===== src/rtl/wdog_pkg.sv =====
package wdog_pkg;

    localparam int SEL_W = 3;
    localparam logic [31:0] UNLOCK_KEY = 32'h1ACCE551;

    typedef enum logic [SEL_W-1:0] {
        REG_LOAD   = 3'd0,
        REG_VALUE  = 3'd1,
        REG_CTRL   = 3'd2,
        REG_SVC    = 3'd3,
        REG_RAW    = 3'd4,
        REG_MASKED = 3'd5,
        REG_LOCK   = 3'd6,
        REG_NONE   = 3'd7
    } reg_sel_e;

    typedef enum logic [1:0] {
        ST_IDLE = 2'd0,
        ST_RUN  = 2'd1,
        ST_BITE = 2'd2
    } wd_state_e;

    typedef struct packed {
        logic rst_en;
        logic run_en;
    } ctrl_t;

endpackage


===== src/rtl/wdog_regs.sv =====
module wdog_regs
    import wdog_pkg::*;
#(
    parameter int          DATA_W     = 32,
    parameter int          LOAD_MIN   = 16,
    parameter logic [31:0] RESET_LOAD = 32'hFFFFFFFF
) (
    input  logic              clk,
    input  logic              rst_n,
    input  logic [SEL_W-1:0]  bus_addr,
    input  logic              bus_we,
    input  logic [DATA_W-1:0] bus_wdata,
    output logic [DATA_W-1:0] bus_rdata,
    input  logic [DATA_W-1:0] count,
    input  logic              raw,
    output logic [DATA_W-1:0] load_q,
    output logic [DATA_W-1:0] load_new,
    output ctrl_t             ctrl_q,
    output logic              lock_q,
    output logic              load_wr,
    output logic              svc_wr
);

    localparam logic [DATA_W-1:0] MIN_V = DATA_W'(LOAD_MIN);
    localparam logic [DATA_W-1:0] KEY_V = DATA_W'(UNLOCK_KEY);

    reg_sel_e sel;
    logic     open_wr;
    logic     lock_wr;
    logic     ctrl_wr;

    assign sel     = reg_sel_e'(bus_addr);
    assign open_wr = bus_we && !lock_q;
    assign lock_wr = bus_we && (sel == REG_LOCK);
    assign load_wr = open_wr && (sel == REG_LOAD);
    assign ctrl_wr = open_wr && (sel == REG_CTRL);
    assign svc_wr  = open_wr && (sel == REG_SVC);

    // raise small requests to the minimum interval
    assign load_new = (bus_wdata < MIN_V) ? MIN_V : bus_wdata;

    always_ff @(posedge clk or negedge rst_n) begin
        if (!rst_n) begin
            lock_q <= 1'b1;
        end else if (lock_wr) begin
            lock_q <= (bus_wdata != KEY_V);
        end
    end

    always_ff @(posedge clk or negedge rst_n) begin
        if (!rst_n) begin
            load_q <= DATA_W'(RESET_LOAD);
        end else if (load_wr) begin
            load_q <= load_new;
        end
    end

    always_ff @(posedge clk or negedge rst_n) begin
        if (!rst_n) begin
            ctrl_q <= '0;
        end else if (ctrl_wr) begin
            ctrl_q.run_en <= bus_wdata[0];
            ctrl_q.rst_en <= bus_wdata[1];
        end
    end

    always_comb begin
        bus_rdata = '0;
        unique case (sel)
            REG_LOAD:   bus_rdata = load_q;
            REG_VALUE:  bus_rdata = count;
            REG_CTRL:   bus_rdata[1:0] = {ctrl_q.rst_en, ctrl_q.run_en};
            REG_SVC:    bus_rdata = '0;
            REG_RAW:    bus_rdata[0] = raw;
            REG_MASKED: bus_rdata[0] = raw & ctrl_q.run_en;
            REG_LOCK:   bus_rdata[0] = lock_q;
            REG_NONE:   bus_rdata = '0;
            default:    bus_rdata = '0;
        endcase
    end

endmodule


===== src/rtl/wdog_counter.sv =====
module wdog_counter #(
    parameter int          DATA_W     = 32,
    parameter logic [31:0] RESET_LOAD = 32'hFFFFFFFF
) (
    input  logic              clk,
    input  logic              rst_n,
    input  logic              run,
    input  logic              load_wr,
    input  logic [DATA_W-1:0] load_new,
    input  logic              svc_wr,
    input  logic [DATA_W-1:0] load_q,
    output logic [DATA_W-1:0] count,
    output logic              expire
);

    logic at_zero;

    assign at_zero = (count == '0);
    assign expire  = run && !load_wr && !svc_wr && at_zero;

    always_ff @(posedge clk or negedge rst_n) begin
        if (!rst_n) begin
            count <= DATA_W'(RESET_LOAD);
        end else if (load_wr) begin
            count <= load_new;
        end else if (svc_wr) begin
            count <= load_q;
        end else if (run) begin
            count <= at_zero ? load_q : count - 1'b1;
        end
    end

endmodule


===== src/rtl/wdog_fsm.sv =====
module wdog_fsm
    import wdog_pkg::*;
(
    input  logic      clk,
    input  logic      rst_n,
    input  ctrl_t     ctrl_q,
    input  logic      expire,
    input  logic      svc_wr,
    output wd_state_e state_q,
    output logic      raw_q,
    output logic      irq_o,
    output logic      sys_rst_o
);

    wd_state_e state_d;
    logic      bite;

    assign bite = expire && raw_q && ctrl_q.rst_en;

    always_comb begin
        state_d = state_q;
        unique case (state_q)
            ST_IDLE: if (ctrl_q.run_en) state_d = ST_RUN;      // GO
            ST_RUN: begin
                if (bite)                state_d = ST_BITE;    // BITE
                else if (!ctrl_q.run_en) state_d = ST_IDLE;    // HALT
            end
            ST_BITE: state_d = ST_BITE;
            default: state_d = ST_IDLE;
        endcase
    end

    always_ff @(posedge clk or negedge rst_n) begin
        if (!rst_n) state_q <= ST_IDLE;
        else        state_q <= state_d;
    end

    always_ff @(posedge clk or negedge rst_n) begin
        if (!rst_n)      raw_q <= 1'b0;
        else if (svc_wr) raw_q <= 1'b0;
        else if (expire) raw_q <= 1'b1;
    end

    always_comb begin
        irq_o     = raw_q & ctrl_q.run_en;
        sys_rst_o = (state_q == ST_BITE);
    end

endmodule


===== src/rtl/wdog_top.sv =====
module wdog_top
    import wdog_pkg::*;
#(
    parameter int          DATA_W     = 32,
    parameter int          LOAD_MIN   = 16,
    parameter logic [31:0] RESET_LOAD = 32'hFFFFFFFF
) (
    input  logic              clk,
    input  logic              rst_n,
    input  logic [2:0]        bus_addr,
    input  logic              bus_we,
    input  logic [DATA_W-1:0] bus_wdata,
    output logic [DATA_W-1:0] bus_rdata,
    output logic              irq_o,
    output logic              sys_rst_o
);

    logic [DATA_W-1:0] load_q;
    logic [DATA_W-1:0] load_new;
    logic [DATA_W-1:0] count;
    ctrl_t             ctrl_q;
    logic              lock_q;
    logic              load_wr;
    logic              svc_wr;
    logic              expire;
    logic              raw_q;
    wd_state_e         state_q;

    wdog_regs #(
        .DATA_W(DATA_W), .LOAD_MIN(LOAD_MIN), .RESET_LOAD(RESET_LOAD)
    ) u_regs (
        .clk(clk), .rst_n(rst_n), .bus_addr(bus_addr), .bus_we(bus_we),
        .bus_wdata(bus_wdata), .bus_rdata(bus_rdata), .count(count),
        .raw(raw_q), .load_q(load_q), .load_new(load_new), .ctrl_q(ctrl_q),
        .lock_q(lock_q), .load_wr(load_wr), .svc_wr(svc_wr)
    );

    wdog_counter #(
        .DATA_W(DATA_W), .RESET_LOAD(RESET_LOAD)
    ) u_cnt (
        .clk(clk), .rst_n(rst_n), .run(state_q == ST_RUN),
        .load_wr(load_wr), .load_new(load_new), .svc_wr(svc_wr),
        .load_q(load_q), .count(count), .expire(expire)
    );

    wdog_fsm u_fsm (
        .clk(clk), .rst_n(rst_n), .ctrl_q(ctrl_q), .expire(expire),
        .svc_wr(svc_wr), .state_q(state_q), .raw_q(raw_q),
        .irq_o(irq_o), .sys_rst_o(sys_rst_o)
    );

endmodule


===== config.mk =====
export PLATFORM = sky130hd
export DESIGN_NAME = wdog_top
export DESIGN_NICKNAME = d
export VERILOG_FILES = /design/src/rtl/wdog_pkg.sv /design/src/rtl/wdog_regs.sv /design/src/rtl/wdog_counter.sv /design/src/rtl/wdog_fsm.sv /design/src/rtl/wdog_top.sv
export SDC_FILE = /design/constraint.sdc
export NUM_CORES = 1
export LEC_CHECK = 0
export ABC_AREA = 1
export BUFFER_PORTS_ARGS = -buffer_cell sky130_fd_sc_hd__buf_2
export CAP_MARGIN = 25
export CORE_MARGIN = 3
export CORE_UTILIZATION = 59
export CTS_BUF_LIST = sky130_fd_sc_hd__clkbuf_4 sky130_fd_sc_hd__clkbuf_8 sky130_fd_sc_hd__clkbuf_16
export DETAILED_ROUTE_END_ITERATION = 12
export PLACE_DENSITY = 0.82
export SLEW_MARGIN = 20
export SYNTH_ARGS = -nofsm -noshare
export SYNTH_HDL_FRONTEND = slang
export SYNTH_SLANG_ARGS = --single-unit

===== constraint.sdc =====
create_clock -name clk -period 2.4 [get_ports clk]
set_input_delay 0.12 -clock clk [delete_from_list [all_inputs] [get_ports clk]]
set_output_delay 0.12 -clock clk [all_outputs]
set_load 0.01 [all_outputs]

==> flow_summary.yaml, run 1 <==
clock_tree:
  cts_tree: "done"
  ctsLongestPathBuffers: 2
  cts_inserted_buffers: 9
  clk_latency_ps: 350
  cts.sinks: 70
  cts_root_buf: "clkbuf_8"
  cts.clk_slew.worst_paths_ps: 90
  cts-resized-gates: 0
  htree_num_levels: 3
  ctsHoldBuffers: 1
  cts_setup_buffers: 0
synthesis:
  syn_nets: 842
  netlist_area_sq_um: 5110
  yosysTopAreaCell: "dfstp_2"
  synth_seq_area_share_pct: 35.9
  netlist.area_leader.share_pct: 33.4
  yosys_register_bits: 70
  synthCells: 803
  avgSynthCellArea_sq_um: 6.36
  synth_cell_types: 35
  synth_top_family_by_area: "simple AND/OR/NAND/NOR gates"
  yosysWarningCount: 0
  synthMuxAreaShare_pct: 0.220
  synth-compound-area-share_pct: 11.3
  synth_xor_xnor_area_share_pct: 1.20
  yosys.area_share.simple_pct: 39.2
  synthAdderAreaFrac_pct: 0.245
  synth_area_leaders: "dfstp_2 33%, nand2_1 17%, nor2_1 10%"
floorplan:
  pin_count: 72
  chipHeight_microns: 99.1
  die_area_sq_um: 9810
  start_util_pct: 61.6
  coreArea_sq_um: 8300
  row_count: 33
  die_w_microns: 99.1
power_and_ir_drop:
  ir_drop_uv: 445
  p_leak_nw: 3.05
  power.density_nw_per_um2: 951
cells_and_area:
  diodes: 0
  fillCellCount: 700
  drive_gt1_share_pct: 21.7
  syn_to_final_growth_pct: 15.0
  nets: 916
  final_core_util_pct: 70.8
route:
  ant_nets: 0
  drtIter0Drc: 703
  routed_via_density: 5.71
  vias: 5636
  wirelength_microns: 16500
  drc: 0
  routedWlPerCell_microns: 16.7
  first_pass_iters: 7
grt:
  grt_max_degree: 63
  grt_pass1_wl_microns: 27000
  antenna_found_initial: 0
  grt_overflow: 0
  grt_util_all_layers_pct: 34.7
  grt_pass1_vias: 5309
placement:
  port_buffers: 71
  routabilityCongestion: 0.983
  place_worst_setup_slack_ps: 347
  dp_hpwl_microns: 12400
run:
  maxCapViolCount: 0
sta:
  setup_tns_ps: 0
  whs_ps: 28.1
  max_freq_ghz: 0.473
  fin_ws_ps: 285
  period_minus_slack_ps: 2120
  fin_crit_sh_pct: 88.1
  slew_violations: 0
  setup_violations: 0
  skew_ps: 11.4
  rsz0062_at_grt: "false"
  finalHoldViolations: 0
  maxSlewHeadroom_pct: 71.0
  tightest_slew_ps: 434
critical_path:
  cp-end-kind: "flip-flop"
  critPathRequiredTime_ps: 2680
  cp.arrival_ps: 2390
  critPathKind: "flip-flop to flip-flop"
  start_kind: "flip-flop"
  critPathMaxFanout: 14
worst_hold_path:
  hold_class: "primary input to flip-flop"
run_status:
  outcome: "finished, final reports clean"
state kept, by name, summed over array words and instances, names as in the netlist:
signal         count
u_cnt.count       32
u_regs.load_q     32
u_fsm.state_q      2
u_regs.ctrl_q      2
u_fsm.raw_q        1
u_regs.lock_q      1
cell type report:
class,instances,area [sq um],share of cell area (%)
Clock buffer,9,124,2.11
Tap cell,105,131,2.23
Multi-Input combinational cell,588,2670,45.3
Sequential cell,70,1830,31.2
Inverter,120,455,7.75
Timing Repair Buffer,88,523,8.90
Clock inverter,7,146,2.49
worst max-delay path, cell delays in order (launching register included):
cell     delay [ps]
dfstp_2         570
inv_1            90
ha_1            240
nand2_2         150
inv_2            40
nand2_1          70
nor2_2           50
nand3_2         160
nand2_2         270
nand2_1         160
nand2_1          70
a21oi_1         160
layout by cell type, fill, tap and decap left out, types with 3 or more instances in the layout:
cell type  synthesis  layout
inv_2              3       3
nor2_1           142     142
nand2_4            3       3
a21oi_1           27      27
nor3_1             5       5
bufinv_16          0       4
nand4_1           13      13
buf_2              5      71
inv_1            115     115
clkbuf_8           0       9
nand2_2            3       3
o22ai_1           23      23
dfrtp_1            5       5
buf_4              7      13
nor2_2             5       5
nor4_1             3       3
clkinv_4           0       3
o21ai_1            4       4
buf_12             0       3
o21ai_0           51      51
nand3_1           58      58
nand2_1          231     231
dfstp_2           65      65
xor2_1             6       6
cells in the mapped netlist:
library cell / n
dfstp_2: 65
xnor2_1: 1
o21ai_0: 51
inv_1: 115
inv_2: 3
buf_6: 4
nand3b_1: 2
ha_1: 1
nand2_2: 3
nand3_2: 1
nor4_1: 3
mux2_2: 1
nand4_1: 13
xor2_1: 6
nand2_8: 1
nor2_1: 142
buf_4: 7
a21oi_1: 27
o21ai_1: 4
buf_2: 5
nand2_1: 231
nor2_2: 5
nand3_1: 58
o21bai_1: 1
dfrtp_1: 5
nor2_4: 2
clkbuf_1: 9
nand4_2: 1
o32a_1: 1
nor3_1: 5
o211ai_1: 1
nand4_4: 1
o22ai_1: 23
nand2_4: 3
inv_4: 2
layer usage:
metal  global-route usage, %  up-vias  part of all wire [%]
met5                       0        -                     0
met4                    10.9        0                   2.0
met3                    7.08       32                    11
met2                    51.4      306                    44
met1                    50.9     2625                    43
li1                        -     2673                     -
logic make-up after synthesis:
group / after synthesis
buf+inv: 145
mux: 1
compound gates: 108
simple gates: 471
fa+ha+maj: 1
xor+xnor: 7
flops: 70
stage by stage:
stage | power, mW | instance area (sq um) | instances
floorplan | 3.55 | 5110 | 803
global placement | 4.15 | 5600 | 970
detailed placement | 4.21 | 5600 | 970
CTS | 5.53 | 5880 | 987
global route | 5.94 | 5880 | 987
finish | 5.59 | 5880 | 987
power breakdown:
part	switching (mW)	internal [mW]
Combinational	1.23	0.655
Sequential	0.429	1.96
Clock	0.514	0.801
worst paths after layout:
kind,start,cells after the start,slack (ps),endpoint
setup / recovery,u_cnt.count[0],11,280,u_cnt.count[7]
max in group asynchronous,rst_n,3,1580,u_cnt.count[16]
min in group asynchronous,rst_n,2,380,u_cnt.count[7]
setup reg to reg,u_cnt.count[0],11,280,u_cnt.count[7]
hold reg to reg,u_regs.load_q[5],2,510,u_regs.load_q[5]
hold / removal,bus_wdata[21],3,30,u_regs.load_q[21]
Power figures use the tool's default switching activity.
==> inputs of run 2 (changes only) <==
SETUP_SLACK_MARGIN = 0.3   (was default)
==> run 2 against run 1 <==
Effect of this change: utilization up 0.68 points; highest routed layer unchanged; die area unchanged; cell area up 0.96%; sequential share of layout area down 0.30 points; clock skew down 2.3 ps; hold slack about the same; critical endpoint is now u_cnt.count[28]; combinational power about the same.
==> flow_summary.yaml, run 2 (synthesized netlist as in run 1, its figures left out) <==
floorplan:
  pin_count: 72
  die_area_sq_um: 9810
  chipHeight_microns: 99.1
  coreArea_sq_um: 8300
  die_w_microns: 99.1
  start_util_pct: 61.6
  row_count: 33
run:
  maxCapViolCount: 0
route:
  vias: 5670
  first_pass_iters: 7
  drtIter0Drc: 709
  drc: 0
  wirelength_microns: 16600
  routedWlPerCell_microns: 16.8
  ant_nets: 0
  routed_via_density: 5.74
critical_path:
  cp.arrival_ps: 2280
  worst_path_max_delay_cell: "dfstp_2"
  max_stage_delay_ps: 550
  critPathMaxFanout: 30
  critPathRequiredTime_ps: 2690
  rrSetupSlack_ps: 410
  r2r_cells: 11
  start_kind: "flip-flop"
  cp_cell_sequence: "nor2_2, nand2_8, buf_4, inv_2, buf_12, nand2_1, nand2_1, inv_1, nand2_1, nor2_1, nor2_1"
  crit_path_start: "u_regs.lock_q"
  critPathKind: "flip-flop to flip-flop"
  cp-end-kind: "flip-flop"
  cp-endpoint: "u_cnt.count[28]"
  r2r_end: "u_cnt.count[28]"
  critical_path.most_common_cell: "nand2_1"
  timing.rr.start: "u_regs.lock_q"
cells_and_area:
  final_common_cell: "nand2_1"
  multi_input_area_sq_um: 2720
  nets: 916
  layout.cells.non_filler: 987
  top_regs: "u_cnt.count: 32 flops, u_regs.load_q: 32 flops"
  fillCellCount: 692
  drive_gt1_share_pct: 22.2
  regArea_sq_um: 1830
  mostFrequentLayoutCells: "231 x nand2_1, 138 x nor2_1, 115 x inv_1"
  syn_to_final_growth_pct: 16.1
  diodes: 0
  final_core_util_pct: 71.5
  postLayoutCellArea_sq_um: 5930
sta:
  tightest_slew_ps: 419
  setup_violations: 0
  period_minus_slack_ps: 1990
  finalHoldViolations: 0
  setup_tns_ps: 0
  max_freq_ghz: 0.501
  rsz0062_at_grt: "false"
  fin_crit_sh_pct: 83.1
  maxSlewHeadroom_pct: 71.8
  whs_ps: 28.2
  slew_violations: 0
  fin_ws_ps: 406
  skew_ps: 9.07
clock_tree:
  ctsLongestPathBuffers: 2
  cts_inserted_buffers: 9
  cts.sinks: 70
  cts_setup_buffers: 0
  cts_tree: "done"
  htree_num_levels: 3
  cts_root_buf: "clkbuf_8"
  clk_latency_ps: 350
  cts.clk_slew.worst_paths_ps: 90
placement:
  place_worst_setup_slack_ps: 347
  routabilityCongestion: 0.983
  dp_cells: 970
  port_buffers: 71
  dpl_cell_area_sq_um: 5600
  dp_hpwl_microns: 12400
power_and_ir_drop:
  power.density_nw_per_um2: 945
  p_total_mw: 5.61
  p_leak_nw: 3.07
  ir_drop_uv: 445
grt:
  use_met3_pct: 7.08
  met1_usage_pct: 50.9
  grt_overflow: 0
  grt_util_all_layers_pct: 34.7
  grt_max_degree: 63
  grt.busiest_layer: "met2"
  grt_pass1_vias: 5309
  use_met2_pct: 51.4
  antenna_found_initial: 0
  grt_pass1_wl_microns: 27000
run_status:
  outcome: "finished, final reports clean"
worst_hold_path:
  hold_class: "primary input to flip-flop"
==> run 2: report_power, final <==
group	internal [mW]	switching, mW
clock network	0.801	0.519
registers	1.96	0.431
logic	0.662	1.23
total	3.42	2.19
==> run 2: how the worst min path moves through the flow <==
stage,startpoint,slack [ps],depth (start not counted),endpoint
after CTS,bus_wdata[31],20,3,u_regs.load_q[31]
after floorplan,rst_n,-180,0,u_fsm.raw_q
final,bus_wdata[31],30,3,u_regs.load_q[31]
after detailed placement,rst_n,220,1,u_cnt.count[7]
after global routing,bus_wdata[21],50,3,u_regs.load_q[21]
after global placement,rst_n,220,1,u_regs.load_q[7]
==> run 2: layout make-up <==
class                      instances  area share [%]
clock inverter                     7            2.47
clock buffer                       9            2.09
timing repair buffer              88            8.88
sequential                        70            30.9
multi-input combinational        588            45.8
inverter                         120            7.67
tap                              105            2.21
==> run 2: critical path: cells and delay by family, from the launching register on <==
family	cells	cell delay (ps)
buffers and inverters	4	730
and+or+nand+nor	7	660
DFF	1	550
==> run 2: what timing repair did <==
item	4_1_cts	5_1_grt
endpoints found under the hold margin	13	0
gates resized for setup	0	12
hold buffers	1	0
endpoints found under the setup margin	0	30
==> run 2: per-layer routing <==
metal | wire (microns) | share of wire (%) | vias to the layer above
li1 | - | - | 2678
met1 | 7000 | 42 | 2608
met2 | 7390 | 44 | 347
met3 | 1870 | 11 | 37
met4 | 354 | 2.1 | 0
met5 | 0 | 0 | -
